<file path="config.mk">
export PLATFORM = sky130hd
export DESIGN_NAME = keyed_cam
export DESIGN_NICKNAME = d
export VERILOG_FILES = /design/src/rtl/keyed_cam_pkg.sv /design/src/rtl/kc_array.sv /design/src/rtl/kc_scan.sv /design/src/rtl/keyed_cam.sv
export SDC_FILE = /design/constraint.sdc
export NUM_CORES = 1
export LEC_CHECK = 0
export BUFFER_PORTS_ARGS = -buffer_cell sky130_fd_sc_hd__buf_2
export CAP_MARGIN = 20
export CORE_MARGIN = 1
export CORE_UTILIZATION = 50
export CTS_CLUSTER_SIZE = 8
export DETAILED_ROUTE_END_ITERATION = 7
export PLACE_DENSITY = 0.72
export SYNTH_ARGS = -nofsm -noshare
export SYNTH_HDL_FRONTEND = slang
export SYNTH_SLANG_ARGS = --single-unit
export TNS_END_PERCENT = 100
</file>
<file path="constraint.sdc">
create_clock -name clk -period 3.1 [get_ports clk]
set_input_delay 0.155 -clock clk [delete_from_list [all_inputs] [get_ports clk]]
set_output_delay 0.155 -clock clk [all_outputs]
set_load 0.03 [all_outputs]
</file>
<file path="src/rtl/keyed_cam_pkg.sv">
package keyed_cam_pkg;
  localparam int KC_WORDS_DEF = 8;
  localparam int KC_WIDTH_DEF = 8;

  typedef enum logic [1:0] {
    SCAN_IDLE = 2'd0,
    SCAN_BUSY = 2'd1,
    SCAN_DONE = 2'd2
  } scan_state_e;
endpackage

</file>
<file path="src/rtl/kc_array.sv">
module kc_array #(
  parameter int WORDS = 8,
  parameter int WIDTH = 8,
  localparam int IDXW = (WORDS > 1) ? $clog2(WORDS) : 1
) (
  input  logic             clk,
  input  logic             rst,
  input  logic             wr_en,
  input  logic [IDXW-1:0]  wr_idx,
  input  logic [WIDTH-1:0] wr_data,
  input  logic             wr_valid,
  input  logic [WIDTH-1:0] arg,
  input  logic [WIDTH-1:0] key,
  input  logic [IDXW-1:0]  pick_idx,
  output logic [WORDS-1:0] hits,
  output logic [WIDTH-1:0] pick_word
);
  logic [WIDTH-1:0] mem [WORDS];
  logic [WORDS-1:0] live;

  // data array: no reset, one write port
  always_ff @(posedge clk) begin
    if (wr_en && (int'(wr_idx) < WORDS))
      mem[wr_idx] <= wr_data;
  end

  always_ff @(posedge clk) begin
    if (rst)
      live <= '0;
    else if (wr_en && (int'(wr_idx) < WORDS))
      live[wr_idx] <= wr_valid;
  end

  // parallel masked compare, one comparator per word
  for (genvar g = 0; g < WORDS; g++) begin : g_cmp
    assign hits[g] = live[g] && (((mem[g] ^ arg) & key) == '0);
  end

  assign pick_word = mem[pick_idx];
endmodule

</file>
<file path="src/rtl/kc_scan.sv">
module kc_scan
  import keyed_cam_pkg::*;
#(
  parameter int WORDS = 8,
  parameter int WIDTH = 8,
  localparam int IDXW = (WORDS > 1) ? $clog2(WORDS) : 1
) (
  input  logic             clk,
  input  logic             rst,
  input  logic             search,
  input  logic             step,
  input  logic [WORDS-1:0] hits,
  input  logic [WIDTH-1:0] pick_word,
  output logic [IDXW-1:0]  pick_idx,
  output logic [WORDS-1:0] match_vec,
  output logic             any_match,
  output logic             rd_valid,
  output logic [IDXW-1:0]  rd_idx,
  output logic [WIDTH-1:0] rd_data,
  output logic             rd_done
);
  scan_state_e      state;
  logic [WORDS-1:0] pending;
  logic [WORDS-1:0] src;
  logic             advance;
  logic             found;

  assign advance = search || (step && (state == SCAN_BUSY));

  always_comb begin
    src = pending;
    src[rd_idx] = 1'b0;
    if (search) src = hits;
  end

  // lowest set bit of src
  always_comb begin
    found    = 1'b0;
    pick_idx = '0;
    for (int i = WORDS - 1; i >= 0; i--) begin
      if (src[i]) begin
        found    = 1'b1;
        pick_idx = IDXW'(i);
      end
    end
  end

  always_ff @(posedge clk) begin
    if (rst) begin
      state     <= SCAN_IDLE;
      pending   <= '0;
      match_vec <= '0;
      any_match <= 1'b0;
      rd_idx    <= '0;
      rd_data   <= '0;
    end else begin
      if (search) begin
        match_vec <= hits;
        any_match <= |hits;
      end
      if (advance) begin
        pending <= src;
        state   <= found ? SCAN_BUSY : SCAN_DONE;
        rd_idx  <= found ? pick_idx : '0;
        rd_data <= found ? pick_word : '0;
      end
    end
  end

  assign rd_valid = (state == SCAN_BUSY);
  assign rd_done  = (state == SCAN_DONE);
endmodule

</file>
<file path="src/rtl/keyed_cam.sv">
module keyed_cam
  import keyed_cam_pkg::*;
#(
  parameter int WORDS = KC_WORDS_DEF,
  parameter int WIDTH = KC_WIDTH_DEF,
  localparam int IDXW = (WORDS > 1) ? $clog2(WORDS) : 1
) (
  input  logic             clk,
  input  logic             rst,
  input  logic             arg_load,
  input  logic [WIDTH-1:0] arg_value,
  input  logic             key_load,
  input  logic [WIDTH-1:0] key_value,
  input  logic             search,
  input  logic             wr_en,
  input  logic [IDXW-1:0]  wr_idx,
  input  logic [WIDTH-1:0] wr_data,
  input  logic             wr_valid,
  input  logic             rd_next,
  output logic [WORDS-1:0] match_vec,
  output logic             any_match,
  output logic             rd_valid,
  output logic [IDXW-1:0]  rd_idx,
  output logic [WIDTH-1:0] rd_data,
  output logic             rd_done
);
  logic [WIDTH-1:0] arg_q;
  logic [WIDTH-1:0] key_q;
  logic [WORDS-1:0] hits;
  logic [IDXW-1:0]  pick_idx;
  logic [WIDTH-1:0] pick_word;

  always_ff @(posedge clk) begin
    if (rst) begin
      arg_q <= '0;
      key_q <= '0;
    end else begin
      if (arg_load) arg_q <= arg_value;
      if (key_load) key_q <= key_value;
    end
  end

  kc_array #(.WORDS(WORDS), .WIDTH(WIDTH)) u_array (
    .clk       (clk),
    .rst       (rst),
    .wr_en     (wr_en),
    .wr_idx    (wr_idx),
    .wr_data   (wr_data),
    .wr_valid  (wr_valid),
    .arg       (arg_q),
    .key       (key_q),
    .pick_idx  (pick_idx),
    .hits      (hits),
    .pick_word (pick_word)
  );

  kc_scan #(.WORDS(WORDS), .WIDTH(WIDTH)) u_scan (
    .clk       (clk),
    .rst       (rst),
    .search    (search),
    .step      (rd_next),
    .hits      (hits),
    .pick_word (pick_word),
    .pick_idx  (pick_idx),
    .match_vec (match_vec),
    .any_match (any_match),
    .rd_valid  (rd_valid),
    .rd_idx    (rd_idx),
    .rd_data   (rd_data),
    .rd_done   (rd_done)
  );
endmodule

</file>
==> results of run 1 <==
==> power groups by stage <==
| stage | logic, mW | registers, mW | clock network [mW] |
|---|---|---|---|
| 6_report | 0.622 | 1.80 | 1.99 |
| 5_1_grt | 0.665 | 1.80 | 2.10 |
| 4_1_cts | 0.579 | 1.79 | 2.02 |
| 3_5_place_dp | 0.554 | 1.83 | 0 |
| 3_3_place_gp | 0.546 | 1.82 | 0 |
| 2_1_floorplan | 0.348 | 1.82 | 0 |
==> registers in the layout, summed over array words and instances (netlist names) <==
signal	flops
key_q	8
u_scan.rd_idx	3
u_array.mem	64
arg_q	8
u_scan.match_vec	8
u_scan.state	2
u_scan.rd_data	8
u_array.live	8
u_scan.any_match	1
u_scan.pending	8
==> what timing repair did <==
item,4_1_cts,5_1_grt
hold buffers,20,0
gates cloned,0,2
gates resized for setup,6,24
endpoints found under the hold margin,48,0
buffers inserted,2,4
endpoints found under the setup margin,8,8
pin swaps,3,20
==> cell usage after synthesis (5+ instances only) <==
cell / count / share of area [%]
xor2_1: 64 / 9.8
nand2_1: 33 / 2.2
o221ai_1: 16 / 2.5
nor3_1: 9 / 0.79
nand2b_1: 16 / 1.8
o31a_1: 8 / 1.2
clkbuf_1: 20 / 1.3
a222oi_1: 5 / 0.88
a21boi_0: 5 / 0.66
mux2i_1: 28 / 4.9
a22oi_1: 18 / 2.4
o21ai_0: 9 / 0.79
a32o_1: 8 / 1.4
edfxtp_1: 64 / 34
or2b_1: 7 / 0.92
buf_6: 6 / 1.2
nand3_1: 5 / 0.44
dfxtp_1: 54 / 19
a21oi_1: 22 / 1.9
a211oi_1: 7 / 0.92
nor2_1: 52 / 3.4
or4_1: 8 / 1.1
==> per-layer routing <==
layer	global-route usage, %	up-vias	share of wire (%)	wire length [um]
li1	-	2151	-	-
met5	0	-	0	0
met4	13.3	0	3.1	515
met1	38.9	2285	43	7230
met3	7.29	38	8.1	1350
met2	45.1	246	46	7610
==> layout make-up <==
type,count,area (um^2)
clock buffers,17,425
multi-input cells,359,2550
fillers,814,3620
inverters,2,7.51
repair buffers,135,1000
well taps,140,175
clock inverters,14,179
flip-flops and latches,118,3020
==> through the flow <==
stage | setup WS, ns | total power, mW
after detailed placement | -0.147 | 2.38
after global routing | -0.00534 | 4.56
after CTS | -0.00621 | 4.39
after global placement | -0.122 | 2.37
final | 0.0762 | 4.41
after floorplan | 0.00262 | 2.17
==> cell families after synthesis <==
group	share of synthesized area (%)
DFF	52.7
AOI/OAI and AO/OA	14.7
muxes	5.12
xor gates and xnor gates	9.85
buffers and inverters	4.00
and+or+nand+nor	13.5
==> worst register-to-register path: stages (launching register included) <==
cell and delay, ns:
dfxtp_4 0.37, buf_4 0.17, xor2_1 0.17, a22oi_1 0.21, nand4_1 0.23, buf_4 0.22
o31ai_4 0.26, nor2_2 0.10, o2111a_2 0.35, or4_1 0.48, o31a_1 0.11, a32o_1 0.24
==> final timing paths <==
path | startpoint | end | slack, ns | cells after the start
setup / recovery | arg_q[3] | u_scan.rd_data[4] | 0.08 | 11
setup reg to reg | arg_q[3] | u_scan.rd_data[4] | 0.08 | 11
hold / removal | wr_data[3] | u_array.mem[4][3] | 0.02 | 1
hold reg to reg | u_scan.match_vec[2] | u_scan.match_vec[2] | 0.47 | 2
==> flow_summary.json, run 1 <==
{
  "finClkSkew_ns": 0.00581,
  "drt-total-wl_um": 16700,
  "synth_edf_count": 64,
  "netlist_instances": 518,
  "dp_hpwl_um": 11600,
  "port-buffer-count": 56,
  "drc_errors": 0,
  "crit_arrival_ns": 3.34,
  "grt_util_all_layers_pct": 29.3,
  "die_area_mm2": 0.0118,
  "dr.pass1.iters": 8,
  "first_global_vias": 4474,
  "crit_family": "compound AO/OA/AOI/OAI gates",
  "clk_path_buf_depth": 2,
  "peakVddDrop_mv": 0.497,
  "endpoint_kind": "flip-flop",
  "avgSynthCellArea_um2": 11.0,
  "antenna_found_initial": 0,
  "ys_seq_area_share_pct": 52.7,
  "overflow": 0,
  "final_area_mm2": 0.00736,
  "critPathBufInv": 2,
  "synth_area_mm2": 0.00569,
  "post_dp_cell_area_mm2": 0.00639,
  "final.period_utilization_pct": 97.5,
  "h-tree-depth": 4,
  "clkTransAtPathRegs_ns": 0.06,
  "io_pins": 57,
  "netSwitchingPower_mw": 1.15,
  "cts_sinks": 118,
  "yosysWarningCount": 0,
  "status": "finished clean",
  "wl_per_cell_um": 21.3,
  "dpl.cell_count": 726,
  "hold_viol": 0,
  "initial_utilization_pct": 51.8,
  "die_w_um": 109,
  "cp_cell_sequence": "buf_4 -> xor2_1 -> a22oi_1 -> nand4_1 -> buf_4 -> o31ai_4 -> nor2_2 -> o2111a_2 -> or4_1 -> o31a_1 -> a32o_1",
  "synthToLayoutAreaGrowth_pct": 29.3,
  "max_cap_viol_count": 0,
  "grt_pass1_wl_um": 24700,
  "dr_total_vias": 4720,
  "cp.required_ns": 3.41,
  "pwr-share-seq_pct": 40.7,
  "root_buffer": "clkbuf_16",
  "worst-slew-pin-transition_ns": 1.11,
  "max_slew_margin_pct": 25.8,
  "slowest_delay_ns": 0.48,
  "fin_cells": 785,
  "worstHoldPathType": "in2reg",
  "hold_ws_ns": 0.0180,
  "cts_buffers": 17,
  "viasPerCell": 6.01,
  "ant_nets": 0,
  "drive_above_1_share_pct": 27.1,
  "powerDensity_mw_per_mm2": 599,
  "fin_nets": 668,
  "min_period_ns": 3.02,
  "p_int_mw": 3.26,
  "setup_viol": 0,
  "crit_top_cell": "buf_4",
  "ys.flop_type": "edfxtp_1",
  "die_h_um": 109,
  "place.gp.congestion": 0.984,
  "drv_slew": 0,
  "tns_ns": 0,
  "rows": 38,
  "criticalPathCategory": "reg2reg",
  "crit_path_max_fanout": 5,
  "power.leakage_nw": 3.00,
  "ys_seq_elements": 118,
  "switching_share_pct": 26.0,
  "ys_types": 53,
  "cpMaxStageDelayCell": "or4_1",
  "diodes": 0,
  "combPwrFrac_pct": 14.1,
  "utilization_pct": 67.0,
  "syn-num-nets": 553,
  "startpoint_type": "flip-flop",
  "cts_tree": "done",
  "grt_max_degree": 49,
  "fmax_mhz": 331,
  "clk_latency_ns": 0.42,
  "p_clk_share_pct": 45.2,
  "final_cell_mix": "64 x xor2_1, 64 x edfxtp_1, 57 x buf_2",
  "first_iter_violations": 606,
  "async_flop_share_pct": 0,
  "coreArea_mm2": 0.0110
}
(Power assumes the default switching activity.)
==> run 2: changes to the inputs <==
--- a/config.mk
+++ b/config.mk
@@ -12,6 +12,7 @@
 export CTS_CLUSTER_SIZE = 8
 export DETAILED_ROUTE_END_ITERATION = 7
 export PLACE_DENSITY = 0.72
+export REMOVE_ABC_BUFFERS = 1
 export SYNTH_ARGS = -nofsm -noshare
 export SYNTH_HDL_FRONTEND = slang
 export SYNTH_SLANG_ARGS = --single-unit
==> flow_summary.json, run 2 (synthesis gave the netlist of run 1 again) <==
{
  "diodes": 0,
  "first_global_vias": 4632,
  "viasPerCell": 6.09,
  "finalPower_mw": 4.26,
  "peakVddDrop_mv": 0.367,
  "grt_util_all_layers_pct": 30.1,
  "startpoint_type": "flip-flop",
  "ant_nets": 0,
  "combPwrFrac_pct": 15.0,
  "rows": 38,
  "max_cap_viol_count": 0,
  "top_usage_layer": "met2",
  "largest_reg_flops": 64,
  "port-buffer-count": 56,
  "tns_ns": 0,
  "cpMaxStageDelayCell": "or4_1",
  "min_period_ns": 3.09,
  "final_area_mm2": 0.00723,
  "initial_utilization_pct": 51.8,
  "crit_path_max_fanout": 7,
  "fin_nets": 658,
  "crit_arrival_ns": 3.40,
  "powerDensity_mw_per_mm2": 590,
  "io_pins": 57,
  "layout.cells.most_common": "edfxtp_1",
  "max_slew_margin_pct": 25.3,
  "criticalPathCategory": "reg2reg",
  "dpl.cell_count": 726,
  "top_register": "u_array.mem",
  "grt_setup_unrepaired": "true",
  "synthToLayoutAreaGrowth_pct": 27.0,
  "place.gp.congestion": 0.914,
  "clkTransAtPathRegs_ns": 0.05,
  "cts_buffers": 17,
  "finClkSkew_ns": 0.00803,
  "cp_cell_sequence": "xor2_2 -> a22oi_2 -> and4_4 -> and2_4 -> or3_4 -> or3_4 -> buf_4 -> or4_1 -> o31a_1 -> a32o_1",
  "final.period_utilization_pct": 99.7,
  "wl_per_cell_um": 21.9,
  "met3_usage_pct": 6.63,
  "root_buffer": "clkbuf_16",
  "worst-slew-pin-transition_ns": 1.12,
  "drive_above_1_share_pct": 26.7,
  "antenna_found_initial": 0,
  "grt_use_met1_pct": 38.3,
  "slowest_delay_ns": 0.51,
  "hold_ws_ns": 0.0208,
  "grt_pass1_wl_um": 25300,
  "clk_latency_ns": 0.42,
  "dr.pass1.iters": 5,
  "cp.required_ns": 3.41,
  "dr_total_vias": 4723,
  "status": "finished clean",
  "post_dp_cell_area_mm2": 0.00634,
  "p_clk_share_pct": 43.0,
  "grt_max_degree": 26,
  "setup_viol": 0,
  "h-tree-depth": 4,
  "cts_sinks": 118,
  "fin_cells": 776,
  "switching_share_pct": 25.4,
  "drv_slew": 0,
  "drc_errors": 0,
  "first_iter_violations": 548,
  "netSwitchingPower_mw": 1.08,
  "worstHoldPathType": "in2reg",
  "die_h_um": 109,
  "crit_top_cell": "or3_4",
  "fmax_mhz": 324,
  "dp_hpwl_um": 11700,
  "pwr-share-seq_pct": 42.0,
  "p_int_mw": 3.18,
  "power.leakage_nw": 2.94,
  "hold_viol": 0,
  "drt-total-wl_um": 17000,
  "coreArea_mm2": 0.0110,
  "overflow": 0,
  "final_cell_mix": "64 x edfxtp_1, 57 x xor2_1, 56 x buf_2",
  "endpoint_kind": "flip-flop",
  "die_w_um": 109,
  "die_area_mm2": 0.0118,
  "clk_path_buf_depth": 2,
  "cts_tree": "done",
  "globalRouteMet2Util_pct": 48.2
}
-- run 2: cell types whose count changed in the layout (fill, tap and decap cells not counted), moves of 4 or more --
cell / previous run / this run
xor2_1: 64 / 57
xor2_2: 0 / 7
clkinv_4: 6 / 0
buf_12: 6 / 2
clkbuf_1: 0 / 8
dlygate4sd3_1: 20 / 15
-- run 2: area by class of cell --
| cell class | instances | area [um^2] |
|---|---|---|
| clock buffers | 28 | 508 |
| flip-flops and latches | 118 | 3010 |
| repair buffers | 125 | 880 |
| multi-input cells | 359 | 2600 |
| clock inverters | 4 | 45.0 |
| inverters | 2 | 7.51 |
| well taps | 140 | 175 |
| fillers | 840 | 3750 |
-- run 2: worst paths after layout --
check | startpoint | endpoint | slack [ns] | cells after the start
setup / recovery | u_array.mem[1][6] | u_scan.rd_data[6] | 0.01 | 10
setup reg to reg | u_array.mem[1][6] | u_scan.rd_data[6] | 0.01 | 10
hold reg to reg | u_scan.match_vec[4] | u_scan.match_vec[4] | 0.46 | 2
hold / removal | key_value[4] | key_q[4] | 0.02 | 3
-- run 2: per-stage QoR --
step           util (%)  worst slack [ns]
2_1_floorplan         -           -0.0694
3_3_place_gp       57.8            0.0529
3_5_place_dp       57.8           -0.0329
4_1_cts            64.5          0.000907
5_1_grt            65.8           -0.0478
6_report           65.8           0.00963
-- run 2: routing by layer --
layer	vias up	part of all wire, %
met3	37	7.9
met4	0	3.0
met5	-	0
li1	2131	-
met1	2312	41
met2	243	48
-- run 2: power groups by stage --
stage          Sequential [mW]  Combinational [mW]  Clock [mW]
6_report                  1.79               0.639        1.84
5_1_grt                   1.80               0.679        1.91
4_1_cts                   1.79               0.598        1.84
3_5_place_dp              1.81               0.572           0
3_3_place_gp              1.81               0.557           0
2_1_floorplan             1.85               0.267           0
-- run 2: critical path: cells and delay by family, from the launching register on --
family,cells,cell delay (ns)
buf+inv,1,0.19
xor+xnor,1,0.27
flops,1,0.42
simple gates,5,1.64
compound gates,3,0.45
-- run 2: what timing repair did --
action | in CTS | in global routing
hold endpoints to repair | 36 | 0
endpoints found under the setup margin | 8 | 8
pin swaps | 2 | 17
cloned | 0 | 2
hold buffers | 15 | 0
setup buffers | 0 | 1
gates resized for setup | 12 | 30
==> run 3: changes to the inputs <==
--- a/config.mk
+++ b/config.mk
@@ -7,7 +7,7 @@
 export LEC_CHECK = 0
 export BUFFER_PORTS_ARGS = -buffer_cell sky130_fd_sc_hd__buf_2
 export CAP_MARGIN = 20
-export CORE_MARGIN = 1
+export CORE_MARGIN = 3
 export CORE_UTILIZATION = 50
 export CTS_CLUSTER_SIZE = 8
 export DETAILED_ROUTE_END_ITERATION = 7
==> flow_summary.json, run 3 (synthesis gave the netlist of run 1 again) <==
{
  "hold_viol": 0,
  "max_slew_margin_pct": 27.3,
  "clk_latency_ns": 0.42,
  "crit_path_max_fanout": 7,
  "power.leakage_nw": 2.95,
  "drv_slew": 0,
  "status": "finished clean",
  "final.period_utilization_pct": 98.9,
  "io_pins": 57,
  "dr.pass1.iters": 5,
  "startpoint": "u_array.mem[4][1]",
  "cp.required_ns": 3.41,
  "h-tree-depth": 4,
  "die_area_mm2": 0.0127,
  "antenna_found_initial": 0,
  "endpoint_kind": "flip-flop",
  "ant_nets": 0,
  "final_area_mm2": 0.00726,
  "synthToLayoutAreaGrowth_pct": 27.6,
  "dr_total_vias": 4723,
  "rows": 38,
  "root_buffer": "clkbuf_16",
  "dpl_worst_slack_ns": -0.156,
  "n_fill_cell": 828,
  "setup_slack_ns": 0.0342,
  "finalPower_mw": 4.39,
  "first_global_vias": 4657,
  "hold_ws_ns": 0.00535,
  "fin_nets": 655,
  "viasPerCell": 6.11,
  "finClkSkew_ns": 0.0111,
  "worstHoldPathType": "in2reg",
  "cpMaxStageDelayCell": "or4_4",
  "die_h_um": 113,
  "crit_arrival_ns": 3.37,
  "worst-slew-pin-transition_ns": 1.09,
  "post_dp_cell_area_mm2": 0.00635,
  "drt-total-wl_um": 17200,
  "first_iter_violations": 531,
  "peakVddDrop_mv": 0.587,
  "initial_utilization_pct": 51.8,
  "final_cell_mix": "64 x edfxtp_1, 61 x xor2_1, 56 x buf_2",
  "coreArea_mm2": 0.0110,
  "drc_errors": 0,
  "grt_max_degree": 33,
  "clkTransAtPathRegs_ns": 0.05,
  "layout.cells.most_common": "edfxtp_1",
  "place.gp.congestion": 0.938,
  "port-buffer-count": 56,
  "fmax_mhz": 326,
  "top_register": "u_array.mem",
  "clk_path_buf_depth": 2,
  "fin_cells": 773,
  "largest_reg_flops": 64,
  "criticalPathCategory": "reg2reg",
  "overflow": 0,
  "dr_wl_met3_um": 1750,
  "powerDensity_mw_per_mm2": 604,
  "highest_layer": "met4",
  "dpl.cell_count": 720,
  "critPathBufInv": 1,
  "wl_per_cell_um": 22.2,
  "crit_family": "simple AND/OR/NAND/NOR gates",
  "cts_tree": "done",
  "min_period_ns": 3.07,
  "dp_hpwl_um": 11600,
  "grt_pass1_wl_um": 25400,
  "cp_cell_sequence": "xor2_1 -> a222oi_1 -> and4_1 -> o21bai_1 -> o21ai_2 -> or3_4 -> buf_8 -> or4_4 -> o31a_1 -> a32o_1",
  "r2r_start": "u_array.mem[4][1]",
  "setup_viol": 0,
  "max_cap_viol_count": 0,
  "wl_met1_um": 6800,
  "cts_buffers": 17,
  "hp-start": "key_value[1]",
  "rrSetupSlack_ns": 0.03,
  "diodes": 0,
  "startpoint_type": "flip-flop",
  "dr_wl_met2_um": 8030,
  "cts_sinks": 118,
  "drive_above_1_share_pct": 27.6,
  "die_w_um": 113,
  "grt_util_all_layers_pct": 26.4,
  "slowest_delay_ns": 0.51
}
[run 3: repair_timing]
action,CTS,global route
pin swaps,6,18
gates cloned,0,1
setup buffers,3,6
setup endpoints to repair,8,8
hold endpoints to repair,10,0
hold buffers,10,0
gates resized for setup,11,25
[run 3: cell type report]
type	count	area (um^2)	share of cell area, %
sequential	118	3010	41.5
multi-input combinational	359	2590	35.7
timing repair buffer	122	895	12.3
clock buffer	21	450	6.20
tap	140	175	2.41
clock inverter	11	134	1.84
inverter	2	7.51	0.103
[run 3: worst paths after layout]
kind                                             to  cells after the start
worst min-delay path                       key_q[1]                      3
worst max-delay path              u_scan.rd_data[2]                     10
worst min register to register  u_scan.match_vec[2]                      2
worst max register to register    u_scan.rd_data[2]                     10
[run 3: worst reg2reg max path, stage by stage, from the launching register on]
cell and delay (ns):
edfxtp_1 0.41, xor2_1 0.17, a222oi_1 0.38, and4_1 0.28, o21bai_1 0.19, o21ai_2 0.11, or3_4 0.41, buf_8 0.15
or4_4 0.51, o31a_1 0.12, a32o_1 0.24
[run 3: through the flow]
step | utilization [%] | TNS [ns]
2_1_floorplan | - | -0.543
3_3_place_gp | 57.8 | -0.322
3_5_place_dp | 57.8 | -0.919
4_1_cts | 64.5 | 0
5_1_grt | 66.1 | -0.0871
6_report | 66.1 | 0
[run 3: layer usage]
metal	global-route usage (%)	vias to the layer above
met2	42.4	270
li1	-	2129
met1	33.3	2278
met5	0	-
met4	10.9	0
met3	8.13	46
[run 3: power by group]
group          total (mW)  internal (mW)  switching (mW)
logic               0.637          0.272           0.365
clock network        1.96           1.27           0.686
registers            1.79           1.73          0.0675
total                4.39           3.27            1.12
